File: config.mk
export PLATFORM = sky130hd
export DESIGN_NAME = msgq_status_tracker
export DESIGN_NICKNAME = d
export VERILOG_FILES = /design/src/rtl/msgq_pkg.sv /design/src/rtl/msgq_occ_ctr.sv /design/src/rtl/msgq_level_flags.sv /design/src/rtl/msgq_event_flags.sv /design/src/rtl/msgq_status_tracker.sv
export SDC_FILE = /design/constraint.sdc
export NUM_CORES = 1
export LEC_CHECK = 0
export CAP_MARGIN = 10
export CORE_AREA = 2 2 62 64
export CTS_BUF_LIST = sky130_fd_sc_hd__clkbuf_4
export CTS_CLUSTER_DIAMETER = 200
export DETAILED_ROUTE_END_ITERATION = 7
export DIE_AREA = 0 0 64 66
export PLACE_DENSITY = 0.77
export SYNTH_ARGS = -nofsm -noshare
export SYNTH_HDL_FRONTEND = slang
export SYNTH_SLANG_ARGS = --single-unit
export TNS_END_PERCENT = 100
File: constraint.sdc
create_clock -name clk -period 2.55 [get_ports clk]
set_input_delay 0.51 -clock clk [delete_from_list [all_inputs] [get_ports clk]]
set_output_delay 0.51 -clock clk [all_outputs]
set_load 0.02 [all_outputs]
File: src/rtl/msgq_pkg.sv
package msgq_pkg;
  localparam int SIZE_W = 5;
  localparam int OCC_W  = SIZE_W + 1;
  localparam int STICKY_N = 2;

  typedef logic [SIZE_W-1:0] idx_t;
  typedef logic [OCC_W-1:0]  occ_t;

  // Number of messages the queue holds for a given size field.
  function automatic occ_t depth_of(idx_t sz);
    return {1'b0, sz} + occ_t'(1);
  endfunction

  // Half-level threshold, rounded down.
  function automatic occ_t half_of(idx_t sz);
    return depth_of(sz) >> 1;
  endfunction

  // Zero-based index step that wraps after the last slot.
  function automatic idx_t next_idx(idx_t cur, idx_t sz);
    return (cur >= sz) ? '0 : cur + idx_t'(1);
  endfunction

  // Level flags {b2, b1, b0} for the given direction.
  function automatic logic [2:0] level_flags(logic tx, occ_t occ, idx_t sz);
    occ_t d;
    occ_t h;
    d = depth_of(sz);
    h = half_of(sz);
    if (tx) return {occ == '0, occ <= h, occ < d};
    else    return {occ >= d, occ >= h, occ != '0};
  endfunction
endpackage

File: src/rtl/msgq_occ_ctr.sv
module msgq_occ_ctr
  import msgq_pkg::*;
(
  input  logic clk,
  input  logic rst_n,
  input  logic q_reset,
  input  logic tx_mode,
  input  idx_t size_m1,
  input  logic push,
  input  logic pop,
  output occ_t occ_q,
  output idx_t idx_q,
  output logic pop_ok,
  output logic ovf_evt
);
  occ_t depth;
  logic full, empty, push_ok, adv;

  always_comb begin
    depth   = depth_of(size_m1);
    full    = occ_q >= depth;
    empty   = occ_q == '0;
    push_ok = push && !full;
    pop_ok  = pop && !empty;
    ovf_evt = !tx_mode && push && full && !q_reset;
    adv     = tx_mode ? pop_ok : push_ok;
  end

  always_ff @(posedge clk or negedge rst_n) begin
    if (!rst_n) begin
      occ_q <= '0;
      idx_q <= '0;
    end else if (q_reset) begin
      occ_q <= '0;
      idx_q <= '0;
    end else begin
      occ_q <= occ_q + occ_t'(push_ok) - occ_t'(pop_ok);
      if (adv) idx_q <= next_idx(idx_q, size_m1);
    end
  end
endmodule

File: src/rtl/msgq_level_flags.sv
module msgq_level_flags
  import msgq_pkg::*;
(
  input  logic       tx_mode,
  input  idx_t       size_m1,
  input  occ_t       occ,
  output logic [2:0] lvl
);
  assign lvl = level_flags(tx_mode, occ, size_m1);
endmodule

File: src/rtl/msgq_event_flags.sv
module msgq_event_flags
  import msgq_pkg::*;
(
  input  logic                clk,
  input  logic                rst_n,
  input  logic                q_reset,
  input  logic                tx_mode,
  input  logic                done_ok,
  input  logic                done_abort,
  input  logic                arb_lost,
  input  logic                bus_err,
  input  logic                tx_req,
  input  logic                rd_stb,
  input  logic                clr_stb,
  input  logic [STICKY_N-1:0] clr_mask,
  input  logic                attempts_out,
  input  logic                ovf_evt,
  output logic                done_evt,
  output logic [2:0]          out_q,
  output logic [STICKY_N-1:0] sticky_q
);
  logic [STICKY_N-1:0] set_vec;

  assign done_evt = done_ok || done_abort;
  assign set_vec  = {tx_mode && attempts_out, ovf_evt};

  // {aborted, lost arbitration, bus error}
  always_ff @(posedge clk or negedge rst_n) begin
    if (!rst_n)              out_q <= '0;
    else if (q_reset)        out_q <= '0;
    else if (done_evt)       out_q <= {done_abort, arb_lost, bus_err};
    else if (rd_stb || tx_req) out_q[2] <= 1'b0;
  end

  for (genvar g = 0; g < STICKY_N; g++) begin : g_sticky
    always_ff @(posedge clk or negedge rst_n) begin
      if (!rst_n)                         sticky_q[g] <= 1'b0;
      else if (set_vec[g])                sticky_q[g] <= 1'b1;
      else if (clr_stb && clr_mask[g])    sticky_q[g] <= 1'b0;
    end
  end
endmodule

File: src/rtl/msgq_status_tracker.sv
module msgq_status_tracker
  import msgq_pkg::*;
(
  input  logic        clk,
  input  logic        rst_n,
  input  logic        tx_mode,
  input  logic [4:0]  size_m1,
  input  logic        q_reset,
  input  logic        push,
  input  logic        pop,
  input  logic        done_ok,
  input  logic        done_abort,
  input  logic        arb_lost,
  input  logic        bus_err,
  input  logic        tx_req,
  input  logic        rd_stb,
  input  logic        clr_stb,
  input  logic [1:0]  clr_mask,
  input  logic        attempts_out,
  output logic [15:0] status
);
  localparam int PAD_W = 16 - SIZE_W - 8;

  occ_t                occ_q;
  idx_t                idx_q;
  logic                pop_ok, ovf_evt, done_evt;
  logic [2:0]          lvl, out_q;
  logic [STICKY_N-1:0] sticky_q;

  msgq_occ_ctr u_occ (
    .clk(clk), .rst_n(rst_n), .q_reset(q_reset), .tx_mode(tx_mode),
    .size_m1(size_m1), .push(push), .pop(pop), .occ_q(occ_q),
    .idx_q(idx_q), .pop_ok(pop_ok), .ovf_evt(ovf_evt)
  );

  msgq_level_flags u_lvl (
    .tx_mode(tx_mode), .size_m1(size_m1), .occ(occ_q), .lvl(lvl)
  );

  msgq_event_flags u_evt (
    .clk(clk), .rst_n(rst_n), .q_reset(q_reset), .tx_mode(tx_mode),
    .done_ok(done_ok), .done_abort(done_abort), .arb_lost(arb_lost),
    .bus_err(bus_err), .tx_req(tx_req), .rd_stb(rd_stb),
    .clr_stb(clr_stb), .clr_mask(clr_mask), .attempts_out(attempts_out),
    .ovf_evt(ovf_evt), .done_evt(done_evt), .out_q(out_q),
    .sticky_q(sticky_q)
  );

  assign status = {{PAD_W{1'b0}}, idx_q, out_q,
                   sticky_q[1] && tx_mode, sticky_q[0] && !tx_mode, lvl};
endmodule

==> qor.yml <==
outcome: "complete, but fails checks"
violations: "negative setup slack"
powerDensity_nw_per_um2: 862.2
synthMuxAreaShare_pct: 1.262
die_y_um: 66
crit_type: "input port to primary output"
fillCellCount: 280
grt_pass1_vias: 1394
dieArea_sq_um: 4224
gp_congestion: 0.7944
grt_max_degree: 17
drt-vias-per-instance: 5.021
overflow: 0
tns_ns: -0.6376
wl_per_cell_um: 12.83
layout-drive-gt1-share_pct: 31.91
die_width_um: 64
core-area_sq_um: 3551
diodes: 0
htree_levels: 1
cts_root_buf: "clkbuf_4"
worstPathRequired_ns: 2.04
cts_tree: "done"
slew_headroom_pct: 49.51
final_area_sq_um: 2338
grt_antenna_before_repair: 0
placed_area_sq_um: 2197
final_common_cell: "buf_4"
ios: 37
ys_ff_latch: 16
drtIter0Drc: 40
hold_violations: 0
nets: 280
drc_errors: 0
synth_compound_area_share_pct: 17.74
crit_fanout: 3
synth_seq_area_share_pct: 25.24
power.static_leakage_uw: 0.001084
critPathLaunchType: "input port"
drt-pass1-iter-count: 4
io_buffers: 33
max_slew.worst_pin.slew_ns: 0.7550
clock_latency_ns: 0.30
max_freq_mhz: 361.2
vdd.ir_drop.worst_uv: 593.3
synth_top_flop_cell: "dfrtp_1"
dp_hpwl_um: 2899
syn_area_sq_um: 1587
ctsLongestPathBuffers: 2
rows: 22
async_reset_ff_share_pct: 100.0
grt_pass1_wl_um: 6341
drv_slew: 0
synth_top_family_by_area: "adder cells"
synthSimpleGateAreaFrac_pct: 17.74
grt.total_usage_pct: 19.28
multi_input_area_sq_um: 1205
final_core_util_pct: 65.86
period_share_pct: 108.6
final_cell_mix: "33 x buf_4, 24 x clkdlybuf4s50_1, 17 x inv_1, 17 x ha_1, 16 x dfrtp_1"
hold_class: "register to register"
synthToLayoutAreaGrowth_pct: 47.40
synthDistinctLibCells: 50
critPathCaptureType: "primary output"
yosysWarnings: 0
arrival_ns: 2.26
avgSynthCellArea_sq_um: 9.278
endpoint: "status[2]"
reg2reg_depth: 14
r2r-end: "u_occ.occ_q[4]$_DFF_PN0_"
ff2ff_setup_slack_ns: -0.01
cts_buffers: 3
numClockSinks: 16
crit_start: "size_m1[1]"
layout_min_cycle_time_ns: 2.769
vias: 1421
syn-instance-count: 171
seq_area_sq_um: 400.4
worst_slack_ns: -0.2188
synthAdderAreaFrac_pct: 18.61
setup_viol: 5
synth-edff-count: 0
dp_slack_ns: -1.067
synthXorXnorAreaFrac_pct: 10.80
antenna_left: 0
drv_cap: 0
reg2reg_from: "u_occ.occ_q[2]$_DFF_PN0_"
start_util_pct: 44.68
wirelength_um: 3632
rsz0062_at_grt: "yes"
clkSlewWorstSetupHoldPaths_ns: 0.10
clock_skew_ns: 0.007272
-- synthesized netlist by cell type, types with 4 or more instances --
library cell / n / area [sq um]
o21ai_0: 6 / 30.03
dfrtp_1: 16 / 400.4
nand2_1: 8 / 30.03
nor2_1: 14 / 52.55
nor2b_1: 4 / 25.02
ha_1: 22 / 275.3
nand3_1: 8 / 40.04
xnor2_1: 6 / 52.55
a21oi_1: 9 / 45.04
inv_1: 18 / 67.56
-- sequential cells by signal (all words and copies together), names as in the netlist --
signal / flops
u_evt.sticky_q: 2
u_evt.out_q: 3
u_occ.occ_q: 6
u_occ.idx_q: 5
-- routing by layer --
layer / part of all wire (%) / global-route usage (%)
met2: 48 / 32.29
met5: 0 / 0
met4: 1.2 / 5.707
met3: 4.1 / 3.237
met1: 47 / 25.45
-- worst min-delay path by stage --
stage | slack [ns] | cells after the start | startpoint | endpoint
final | 0.50 | 1 | u_evt.sticky_q[1]$_DFFE_PN0P_ | u_evt.sticky_q[1]$_DFFE_PN0P_
after global routing | 0.53 | 1 | u_evt.sticky_q[1]$_DFFE_PN0P_ | u_evt.sticky_q[1]$_DFFE_PN0P_
after CTS | 0.50 | 1 | u_evt.sticky_q[1]$_DFFE_PN0P_ | u_evt.sticky_q[1]$_DFFE_PN0P_
after detailed placement | 0.48 | 1 | u_evt.sticky_q[1]$_DFFE_PN0P_ | u_evt.sticky_q[1]$_DFFE_PN0P_
after global placement | 0.47 | 1 | u_evt.sticky_q[1]$_DFFE_PN0P_ | u_evt.sticky_q[1]$_DFFE_PN0P_
after floorplan | 0.21 | 0 | rst_n | u_evt.out_q[0]$_DFFE_PN0P_
-- worst max-delay path, stage by stage --
cell	delay (ns)
buf_8	0.10
ha_4	0.17
xnor2_4	0.13
ha_4	0.17
o21bai_1	0.13
mux2i_1	0.10
o221a_4	0.22
or3b_4	0.41
nor2_4	0.09
a21oi_2	0.04
buf_4	0.17
-- per-stage QoR --
step,hold WS (ns),total power [uW],cells
final,0.5012,2016,283
after global routing,0.5251,2214,283
after CTS,0.5049,1960,281
after detailed placement,0.4787,1767,276
after global placement,0.4736,1722,276
after floorplan,0.2144,1273,173
-- logic make-up after synthesis --
family | after synthesis
adder cells (fa/ha/maj) | 23
other | 1
multiplexers | 2
AND/OR/NAND/NOR | 52
buffers and inverters | 26
flip-flops | 16
XOR/XNOR | 12
AO/OA/AOI/OAI | 39
-- timing repair --
item / CTS / global route
buffers inserted: 2 / 2
setup endpoints to repair: 13 / 10
pin swaps: 19 / 9
hold buffers: 0 / 0
gates resized for setup: 42 / 16
-- power by group --
part / switching, uW / total (uW) / internal [uW]
combinational: 656 / 1460 / 806
clock: 90.8 / 148 / 57.2
sequential: 85.3 / 406 / 321
-- final cells by class --
cell class	instances	area share [%]
clock inverter	1	0.1605
clock buffer	3	0.9631
tap	48	2.568
multi-input combinational	131	51.53
inverter	18	2.889
timing repair buffer	66	24.77
sequential	16	17.12
Power figures use the tool's default switching activity.
